==> config.mk <==
export PLATFORM = sky130hd
export DESIGN_NAME = iotlb_asid
export DESIGN_NICKNAME = d
export VERILOG_FILES = /design/src/rtl/iotlb_pkg.sv /design/src/rtl/iotlb_cfg.sv /design/src/rtl/iotlb_repl.sv /design/src/rtl/iotlb_flush_dec.sv /design/src/rtl/iotlb_store.sv /design/src/rtl/iotlb_asid.sv
export SDC_FILE = /design/constraint.sdc
export NUM_CORES = 1
export LEC_CHECK = 0
export ABC_CLOCK_PERIOD_IN_PS = 5560
export BUFFER_PORTS_ARGS = -buffer_cell sky130_fd_sc_hd__buf_4
export CAP_MARGIN = 20
export CORE_UTILIZATION = 55
export CTS_CLUSTER_SIZE = 12
export DETAILED_ROUTE_END_ITERATION = 10
export PLACE_DENSITY = 0.77
export SLEW_MARGIN = 20
export SYNTH_ARGS = -nofsm -noshare
export SYNTH_HDL_FRONTEND = slang
export SYNTH_SLANG_ARGS = --single-unit
==> constraint.sdc <==
create_clock -name clk -period 5.56 [get_ports clk]
set_input_delay 0.278 -clock clk [delete_from_list [all_inputs] [get_ports clk]]
set_output_delay 0.278 -clock clk [all_outputs]
set_load 0.01 [all_outputs]
==> src/rtl/iotlb_pkg.sv <==
package iotlb_pkg;
  localparam int ASID_W = 7;
  localparam int VPN_W  = 20;
  localparam int PFN_W  = 20;
  localparam int PERM_W = 3;
  // page-number bit where a 4 MiB section and a 16 KiB group start
  localparam int SEC_LO = 10;
  localparam int GRP_LO = 2;
  // command and configuration field positions
  localparam int CMD_ASID_EN = 31;
  localparam int CMD_ASID_LO = 24;
  localparam int CFG_HUM_BIT = 29;
  localparam int CFG_RR_BIT  = 28;

  typedef enum logic [1:0] {
    FM_ALL     = 2'd0,
    FM_NONE    = 2'd1,
    FM_SECTION = 2'd2,
    FM_GROUP   = 2'd3
  } fmode_e;

  typedef struct packed {
    logic [ASID_W-1:0] asid;
    logic [VPN_W-1:0]  vpn;
    logic [PFN_W-1:0]  pfn;
    logic [PERM_W-1:0] perm;
  } tlb_ent_t;
endpackage

==> src/rtl/iotlb_cfg.sv <==
module iotlb_cfg
  import iotlb_pkg::*;
#(
  parameter int LINES = 8
) (
  input  logic             clk,
  input  logic             rst_n,
  input  logic             cfg_we,
  input  logic [31:0]      cfg_wdata,
  output logic [$clog2(LINES):0] active_cnt,
  output logic [LINES-1:0] active_mask,
  output logic [LINES-1:0] trim,
  output logic             hum,
  output logic             rr
);
  localparam int CNT_W = $clog2(LINES) + 1;
  localparam logic [CNT_W-1:0] CNT_MASK = CNT_W'(2 * LINES - 1);
  localparam logic [CNT_W-1:0] CNT_MAX  = CNT_W'(LINES);

  logic [CNT_W-1:0] field, new_cnt;

  assign field   = cfg_wdata[CNT_W-1:0] & CNT_MASK;
  assign new_cnt = (field > CNT_MAX) ? CNT_MAX : field;

  always_ff @(posedge clk or negedge rst_n) begin
    if (!rst_n) begin
      active_cnt <= CNT_MAX;
      hum        <= 1'b0;
      rr         <= 1'b0;
    end else if (cfg_we) begin
      active_cnt <= new_cnt;
      hum        <= cfg_wdata[CFG_HUM_BIT];
      rr         <= cfg_wdata[CFG_RR_BIT];
    end
  end

  for (genvar i = 0; i < LINES; i++) begin : g_mask
    assign active_mask[i] = CNT_W'(i) < active_cnt;
    assign trim[i]        = cfg_we && !(CNT_W'(i) < new_cnt);
  end
endmodule

==> src/rtl/iotlb_repl.sv <==
module iotlb_repl #(
  parameter int LINES = 8
) (
  input  logic                          clk,
  input  logic                          rst_n,
  input  logic [$clog2(LINES):0]        active_cnt,
  input  logic                          adv,
  output logic [$clog2(LINES)-1:0]      victim,
  output logic                          victim_ok
);
  localparam int IDX_W = $clog2(LINES);
  localparam int CNT_W = IDX_W + 1;

  logic [IDX_W-1:0] ptr;
  logic [CNT_W-1:0] nxt;

  // a pointer left beyond a shrunk active range restarts at line 0
  assign victim    = ({1'b0, ptr} < active_cnt) ? ptr : '0;
  assign victim_ok = active_cnt != '0;
  assign nxt       = {1'b0, victim} + CNT_W'(1);

  always_ff @(posedge clk or negedge rst_n) begin
    if (!rst_n)   ptr <= '0;
    else if (adv) ptr <= (nxt >= active_cnt) ? '0 : nxt[IDX_W-1:0];
  end
endmodule

==> src/rtl/iotlb_flush_dec.sv <==
module iotlb_flush_dec
  import iotlb_pkg::*;
#(
  parameter int LINES = 8
) (
  input  logic                  flush_we,
  input  logic [31:0]           flush_cmd,
  input  logic [LINES-1:0]      valid,
  input  tlb_ent_t [LINES-1:0]  ents,
  output logic [LINES-1:0]      kill
);
  fmode_e            mode;
  logic              asid_en;
  logic [ASID_W-1:0] asid_sel;

  assign mode     = fmode_e'(flush_cmd[1:0]);
  assign asid_en  = flush_cmd[CMD_ASID_EN];
  assign asid_sel = flush_cmd[CMD_ASID_LO +: ASID_W];

  for (genvar i = 0; i < LINES; i++) begin : g_line
    logic addr_ok, asid_ok;
    always_comb begin
      unique case (mode)
        FM_ALL:     addr_ok = 1'b1;
        FM_SECTION: addr_ok = ents[i].vpn[VPN_W-1:SEC_LO] == flush_cmd[VPN_W-1:SEC_LO];
        FM_GROUP:   addr_ok = ents[i].vpn[VPN_W-1:GRP_LO] == flush_cmd[VPN_W-1:GRP_LO];
        default:    addr_ok = 1'b0;
      endcase
      asid_ok = !asid_en || (ents[i].asid == asid_sel);
    end
    assign kill[i] = flush_we && valid[i] && addr_ok && asid_ok;
  end
endmodule

==> src/rtl/iotlb_store.sv <==
module iotlb_store
  import iotlb_pkg::*;
#(
  parameter int LINES = 8
) (
  input  logic                       clk,
  input  logic                       rst_n,
  input  logic [LINES-1:0]           kill,
  input  logic                       wr_en,
  input  logic [$clog2(LINES)-1:0]   wr_idx,
  input  tlb_ent_t                   wr_ent,
  input  logic [LINES-1:0]           active_mask,
  input  logic [ASID_W-1:0]          lk_asid,
  input  logic [VPN_W-1:0]           lk_vpn,
  input  logic [ASID_W-1:0]          rf_asid,
  input  logic [VPN_W-1:0]           rf_vpn,
  output logic [LINES-1:0]           valid,
  output tlb_ent_t [LINES-1:0]       ents,
  output logic [LINES-1:0]           lk_hit_vec,
  output logic [LINES-1:0]           rf_hit_vec
);
  localparam int IDX_W = $clog2(LINES);

  logic [LINES-1:0] wr_vec;

  for (genvar i = 0; i < LINES; i++) begin : g_line
    assign wr_vec[i] = wr_en && (wr_idx == IDX_W'(i));

    always_ff @(posedge clk) begin
      if (wr_vec[i]) ents[i] <= wr_ent;
    end

    assign lk_hit_vec[i] = valid[i] && active_mask[i] &&
                           ents[i].asid == lk_asid && ents[i].vpn == lk_vpn;
    assign rf_hit_vec[i] = valid[i] && active_mask[i] &&
                           ents[i].asid == rf_asid && ents[i].vpn == rf_vpn;
  end

  // removal first, then the write, so a same-cycle refill survives
  always_ff @(posedge clk or negedge rst_n) begin
    if (!rst_n) valid <= '0;
    else        valid <= (valid & ~kill) | wr_vec;
  end
endmodule

==> src/rtl/iotlb_asid.sv <==
module iotlb_asid
  import iotlb_pkg::*;
#(
  parameter int LINES = 8
) (
  input  logic              clk,
  input  logic              rst_n,
  input  logic              cfg_we,
  input  logic [31:0]       cfg_wdata,
  output logic              cfg_hit_under_miss,
  output logic              cfg_rr_arb,
  input  logic              flush_we,
  input  logic [31:0]       flush_cmd,
  input  logic              lk_valid,
  output logic              lk_ready,
  input  logic [ASID_W-1:0] lk_asid,
  input  logic [VPN_W-1:0]  lk_vpn,
  output logic              rsp_valid,
  input  logic              rsp_ready,
  output logic              rsp_hit,
  output logic [PFN_W-1:0]  rsp_pfn,
  output logic [PERM_W-1:0] rsp_perm,
  input  logic              rf_valid,
  output logic              rf_ready,
  input  logic [ASID_W-1:0] rf_asid,
  input  logic [VPN_W-1:0]  rf_vpn,
  input  logic [PFN_W-1:0]  rf_pfn,
  input  logic [PERM_W-1:0] rf_perm
);
  localparam int IDX_W = $clog2(LINES);
  localparam int CNT_W = IDX_W + 1;

  logic [CNT_W-1:0]     active_cnt;
  logic [LINES-1:0]     active_mask, trim, flush_kill, valid_vec;
  logic [LINES-1:0]     lk_hit_vec, rf_hit_vec;
  tlb_ent_t [LINES-1:0] ents;
  logic [IDX_W-1:0]     victim, dup_idx, wr_idx;
  logic                 victim_ok, rf_fire, rf_dup, wr_en, adv, lk_fire;
  logic [PFN_W-1:0]     sel_pfn;
  logic [PERM_W-1:0]    sel_perm;
  tlb_ent_t             wr_ent;

  assign lk_ready = !rsp_valid || rsp_ready;
  assign lk_fire  = lk_valid && lk_ready;
  assign rf_ready = !cfg_we;
  assign rf_fire  = rf_valid && rf_ready;

  iotlb_cfg #(.LINES(LINES)) u_cfg (
    .clk, .rst_n, .cfg_we, .cfg_wdata,
    .active_cnt, .active_mask, .trim,
    .hum(cfg_hit_under_miss), .rr(cfg_rr_arb)
  );

  iotlb_flush_dec #(.LINES(LINES)) u_flush (
    .flush_we, .flush_cmd, .valid(valid_vec), .ents, .kill(flush_kill)
  );

  iotlb_repl #(.LINES(LINES)) u_repl (
    .clk, .rst_n, .active_cnt, .adv, .victim, .victim_ok
  );

  // refill targets the line already holding the key, else the victim
  always_comb begin
    dup_idx = '0;
    for (int i = 0; i < LINES; i++)
      if (rf_hit_vec[i]) dup_idx = dup_idx | IDX_W'(i);
  end

  assign rf_dup = |rf_hit_vec;
  assign wr_en  = rf_fire && (rf_dup || victim_ok);
  assign adv    = rf_fire && !rf_dup && victim_ok;
  assign wr_idx = rf_dup ? dup_idx : victim;
  assign wr_ent = '{asid: rf_asid, vpn: rf_vpn, pfn: rf_pfn, perm: rf_perm};

  iotlb_store #(.LINES(LINES)) u_store (
    .clk, .rst_n,
    .kill(flush_kill | trim),
    .wr_en, .wr_idx, .wr_ent, .active_mask,
    .lk_asid, .lk_vpn, .rf_asid, .rf_vpn,
    .valid(valid_vec), .ents, .lk_hit_vec, .rf_hit_vec
  );

  always_comb begin
    sel_pfn  = '0;
    sel_perm = '0;
    for (int i = 0; i < LINES; i++) begin
      if (lk_hit_vec[i]) begin
        sel_pfn  = sel_pfn | ents[i].pfn;
        sel_perm = sel_perm | ents[i].perm;
      end
    end
  end

  always_ff @(posedge clk or negedge rst_n) begin
    if (!rst_n) begin
      rsp_valid <= 1'b0;
      rsp_hit   <= 1'b0;
      rsp_pfn   <= '0;
      rsp_perm  <= '0;
    end else if (lk_fire) begin
      rsp_valid <= 1'b1;
      rsp_hit   <= |lk_hit_vec;
      rsp_pfn   <= sel_pfn;
      rsp_perm  <= sel_perm;
    end else if (rsp_ready) begin
      rsp_valid <= 1'b0;
    end
  end
endmodule

# Word level (Yosys, flattened, before mapping)
# Cells that the tools add are included.
# word_totals
reg_bits	442
inputBits	148
output_inout_bits	29
elab_cells	294
# op_classes
addsub	1
n_lt_le_gt_ge	19
eq_ne	65
n_mux	37
bitwise_logic	18
n_reduce_logical	113
# ops
cell	count
$eq 20x20->1	16
$eq 7x7->1	24
$mux 20	8
$eq 18x18->1	8
$or 20x20->20	7
$logic_and 1x1->1	85
$eq 10x10->1	8
$mux 3	15
$lt 3x4->1 const A	8
$pmux 1 s3	8
$or 3x3->3	7
$lt 1x4->1 const A	4
$lt 2x4->1 const A	4
$or 8x8->8	2
$reduce_or 8->1	2
$eq 3x3->1 const B	4
$logic_not 1->1	12
$logic_or 1x1->1	10
$and 8x8->8	1
$not 8->8	1
$eq 3x2->1 const B	2
$add 3x1->4 const B	1
$eq 2x2->1 const B	2
$ge 4x4->1	1
other kinds (10)	13

# Longest topological paths before layout
# depth
word_depth	19
mapped_depth	14
ltp_nobuf	13

# Modules after synthesis
# Synthesis repeated with hierarchy kept, for this count alone.
# hier_totals
hier_cells	1674
hier_area_um2	22979.5
# by_module_without_submodules
mod	instances	cells_each	area_each_um2	seq_area_each_um2
iotlb_store	1	1075	17753.3	12211.7
iotlb_flush_dec	1	311	2459.9	0.0
iotlb_asid	1	211	2018.2	625.6
iotlb_cfg	1	40	392.9	151.4
iotlb_repl	1	37	355.3	75.1

# Least setup slack after synthesis
# Ideal clock, no wire load.
# synth_path
path_type	flip-flop to flip-flop
startpoint	reg u_cfg.active_cnt[3]
endpoint	reg, netlist name u_store.ents[250]
setup_time_ps	519
arrival_ps	5270
t_required_ps	5041
path_slack_ps	-230
path_stages_with_launch	9
n_path_buf	1
path_cell_list	dfstp_2 buf_4 and2_1 nand4_1 nor4_1 a22oi_1 a31o_2 o31a_1 nor3_1
# synth_between
elab_chain_cells	14
# synth_rtl
element	line_no	source
from (decl)	iotlb_cfg.sv:10	output logic [$clog2(LINES):0] active_cnt,
from (signal assigned)	iotlb_cfg.sv:31	active_cnt <= new_cnt;
$lt 1x4->1	iotlb_cfg.sv:38	assign active_mask[i] = CNT_W'(i) < active_cnt;
$logic_and 1x1->1 (2 in series)	iotlb_store.sv:35	assign rf_hit_vec[i] = valid[i] && active_mask[i] &&
$logic_and 1x1->1	iotlb_store.sv:36	ents[i].asid == rf_asid && ents[i].vpn == rf_vpn;
$mux 1	iotlb_asid.sv:66	if (rf_hit_vec[i]) dup_idx = dup_idx | IDX_W'(i);
$mux 2 (2 in series)	iotlb_asid.sv:66	
$mux 3 (4 in series)	iotlb_asid.sv:66	
$mux 3	iotlb_asid.sv:72	assign wr_idx = rf_dup ? dup_idx : victim;
$eq 3x3->1	iotlb_store.sv:27	assign wr_vec[i] = wr_en && (wr_idx == IDX_W'(i));
$logic_and 1x1->1 *	iotlb_store.sv:27	
net u_store.wr_vec[5]	iotlb_store.sv:24	logic [LINES-1:0] wr_vec;
# Mark *: on every way through the listed nets, which the timed path passes. The rest lies on a longest branch.
# A chain may end at the register's enable or synchronous reset.

# Worst setup path in the final report
# layout_path
startpoint	reg u_cfg.active_cnt[3]
endpoint	reg, netlist name u_store.ents[153]
# layout_between
elab_chain_cells	14
# layout_rtl
element	line_no
$lt 1x4->1	iotlb_cfg.sv:38
$logic_and 1x1->1 (2 in series)	iotlb_store.sv:35
$logic_and 1x1->1	iotlb_store.sv:36
$mux 1	iotlb_asid.sv:66
$mux 2 (2 in series)	iotlb_asid.sv:66
$mux 3 (4 in series)	iotlb_asid.sv:66
$mux 3	iotlb_asid.sv:72
$eq 3x2->1	iotlb_store.sv:27
$logic_and 1x1->1 *	iotlb_store.sv:27
net u_store.wr_vec[3]	iotlb_store.sv:24
# Marked as above.

==> out/metrics.yaml <==
yosys_warnings: 0
power-per-cell-area_nw_per_um2: 311
finalHoldViolations: 0
max_freq_mhz: 235
post_cts_buffers: 0
max-vdd-ir-drop_uv: 314
grt_pass1_vias: 16432
p_seq_frac: 0.474
syn_avg_cell_area_um2: 13.1
cts_max_level: 2
synth_cell_types: 62
die_x_um: 206
hold_class: "in2reg"
drt_iter0_drc: 2065
clkPwrFrac: 0.387
clk_pin_slew_ps: 60
wire_per_inst_um: 35.2
core_area_um2: 41000
gp_congestion: 0.999
start_util: 0.561
cap_violations: 0
fill_cells: 3003
synth_xor_area_frac: 0.241
worstRegToRegCells: 9
ant_nets: 0
yosysSeqAreaShare: 0.568
dpl_cell_area_um2: 24500
clkSinkCount: 442
synthArstFlopShare: 0.0950
worstSkewPairLatency_ps: 610
grt_pass1_wl_um: 121000
dpl.hpwl_um: 55100
min_path_cells: 3
reg2reg_from: "u_cfg.active_cnt[3]"
drv_slew: 0
synth_fp_nets: 1915
post-place-ws_ps: 1360
nets: 2060
antenna_found_initial: 1
sw_frac_of_total: 0.270
fin_crit_ps: 4260
dr.pass1.iters: 9
setup_ws_ps: 1300
vias: 16602
critPathCaptureType: "register"
portBuffers: 146
grt_usage: 0.418
synthesis.area_um2: 23000
post-route-drc-count: 9
synth_top_flop_cell: "edfxtp_1"
wl_um: 87300
fp.dieH_um: 206
violations: "DRC"
cts_tree: "yes"
yosys.area_share.adder: 0.00381
p_int_mw: 6.01
grt_overflow: 0
combPwrFrac: 0.139
skew_ps: 23.7
cts_buffers: 49
cp.required_ps: 5830
grt_max_degree: 51
synth_seq_cells: 442
crit_arrival_ps: 4540
synthToLayoutAreaGrowth_pct: 15.0
hold_start: "cfg_wdata[1]"
finalCritPeriodShare: 0.767
grt_setup_unrepaired: "no"
io_pins: 177
cts_root_buffer: "clkbuf_16"
drive_gt1_frac: 0.135
rows: 74
clock_path_buffers: 3
synth_top_family_by_area: "XOR/XNOR gates"
worstSetupPathType: "reg2reg"
setup_viol: 0
power.leakage_nw: 8.53
status: "finished with violations"
synthMuxAreaShare: 0.000979
p_sw_mw: 2.23
tightest_slew_ps: 1100
synth_compound_area_frac: 0.0669
min_to: "u_store.valid[1]"
fin_area_um2: 26400
dieArea_um2: 42600
viasPerCell: 6.70
synth_edf_count: 400
slew_headroom: 0.262
whs_ps: 43.4
synthCells: 1760
n_antenna_cell: 0
crit-reg2reg-capture: "u_store.ents[153]"
r2r_slack_ps: 1300
cp-start-kind: "register"
synthSimpleGateAreaFrac: 0.0948
path_max_fanout: 40
registers in the layout, summed over array words and instances, names as in the netlist:
signal            flops
u_cfg.active_cnt      4
rsp_perm              3
u_store.valid         8
rsp_valid             1
u_store.ents        400
u_repl.ptr            3
u_cfg.rr              1
rsp_hit               1
u_cfg.hum             1
rsp_pfn              20
synth_stat cells, drive strengths merged, types with 13 or more instances:
| master | number | area share |
|---|---|---|
| nand3 | 26 | 0.0057 |
| xnor2 | 448 | 0.17 |
| nand4 | 154 | 0.042 |
| clkbuf | 37 | 0.0060 |
| a21o | 16 | 0.0052 |
| buf | 74 | 0.017 |
| o21ai | 13 | 0.0028 |
| nand2 | 63 | 0.010 |
| nor4 | 62 | 0.020 |
| xor2 | 185 | 0.070 |
| a22oi | 72 | 0.024 |
| nor3 | 19 | 0.0046 |
| o41ai | 23 | 0.0091 |
| edfxtp | 400 | 0.52 |
| dfrtp | 41 | 0.045 |
cells by family after synthesis:
| group | Yosys count |
|---|---|
| AND/OR/NAND/NOR | 365 |
| AO/OA/AOI/OAI | 194 |
| multiplexers | 2 |
| buffers and inverters | 117 |
| XOR/XNOR | 633 |
| adder cells (fa/ha/maj) | 7 |
| flip-flops | 442 |
worst max-delay path by stage:
stage,startpoint,end,slack (ps),cells after the start
after detailed placement,u_cfg.active_cnt[3],u_store.ents[179],1360,9
after global routing,u_cfg.active_cnt[3],u_store.ents[177],1230,9
after CTS,u_cfg.active_cnt[3],u_store.ents[173],1330,9
final,u_cfg.active_cnt[3],u_store.ents[153],1300,9
after global placement,u_cfg.active_cnt[3],u_store.ents[175],1320,9
after floorplan,u_cfg.active_cnt[3],u_store.ents[250],-230,8
per-layer routing:
metal  GRT usage  routed length, um
met5           0                 14
met4       0.274               6370
met3      0.0815               8500
met2       0.653              39800
met1       0.531              32600
layout make-up:
class / count / area (um2) / share of cell area
repair buffers: 205 / 1660 / 0.0628
clock inverters: 16 / 190 / 0.00719
well taps: 532 / 666 / 0.0252
clock buffers: 76 / 1390 / 0.0525
inverters: 6 / 22.5 / 0.000852
multi-input cells: 1201 / 9450 / 0.357
flip-flops and latches: 442 / 13100 / 0.494
power by group through the flow:
stage / Sequential [mW] / Combinational [mW] / Clock (mW)
floorplan: 3.94 / 0.654 / 0
global placement: 3.96 / 1.09 / 0
detailed placement: 3.96 / 1.09 / 0
CTS: 3.90 / 1.12 / 3.21
global route: 3.91 / 1.20 / 3.34
finish: 3.90 / 1.14 / 3.19
per-stage QoR:
| stage | total power, mW | instances | TNS, ps | utilization |
|---|---|---|---|---|
| 2_1_floorplan | 4.59 | 1760 | -45870 | - |
| 3_3_place_gp | 5.06 | 2352 | 0 | 0.598 |
| 3_5_place_dp | 5.06 | 2352 | 0 | 0.598 |
| 4_1_cts | 8.23 | 2478 | 0 | 0.645 |
| 5_1_grt | 8.44 | 2478 | 0 | 0.645 |
| 6_report | 8.23 | 2478 | 0 | 0.645 |
layout by cell type, fill, tap and decap left out, drive strengths merged, types with 5 or more instances in the layout:
| master | instances |
|---|---|
| xnor2 | 448 |
| edfxtp | 400 |
| xor2 | 185 |
| buf | 171 |
| nand4 | 154 |
| clkbuf | 76 |
| a22oi | 72 |
| nand2 | 63 |
| nor4 | 62 |
| dfrtp | 41 |
| dlygate4sd3 | 34 |
| nand3 | 26 |
| o41ai | 23 |
| nor3 | 19 |
| a21o | 16 |
| o21ai | 13 |
| a41o | 12 |
| a222oi | 12 |
| a41oi | 11 |
| nor2 | 10 |
| o31ai | 10 |
| clkinv | 9 |
| inv | 8 |
| ha | 7 |
| or4 | 7 |
| nand4b | 6 |
| a21oi | 5 |
critical path: stages, from the launching register on:
cell	delay [ps]
dfstp_2	670
and2_1	350
nand4_1	140
nor4_1	680
a22oi_1	470
nand4_2	330
o21bai_1	210
buf_4	240
nor3_4	450
buf_12	300
what timing repair did:
action,4_1_cts,5_1_grt
resized for setup,0,0
hold buffers,34,0
hold endpoints to repair,232,0
Note: power is estimated with default switching activity, not from simulation.
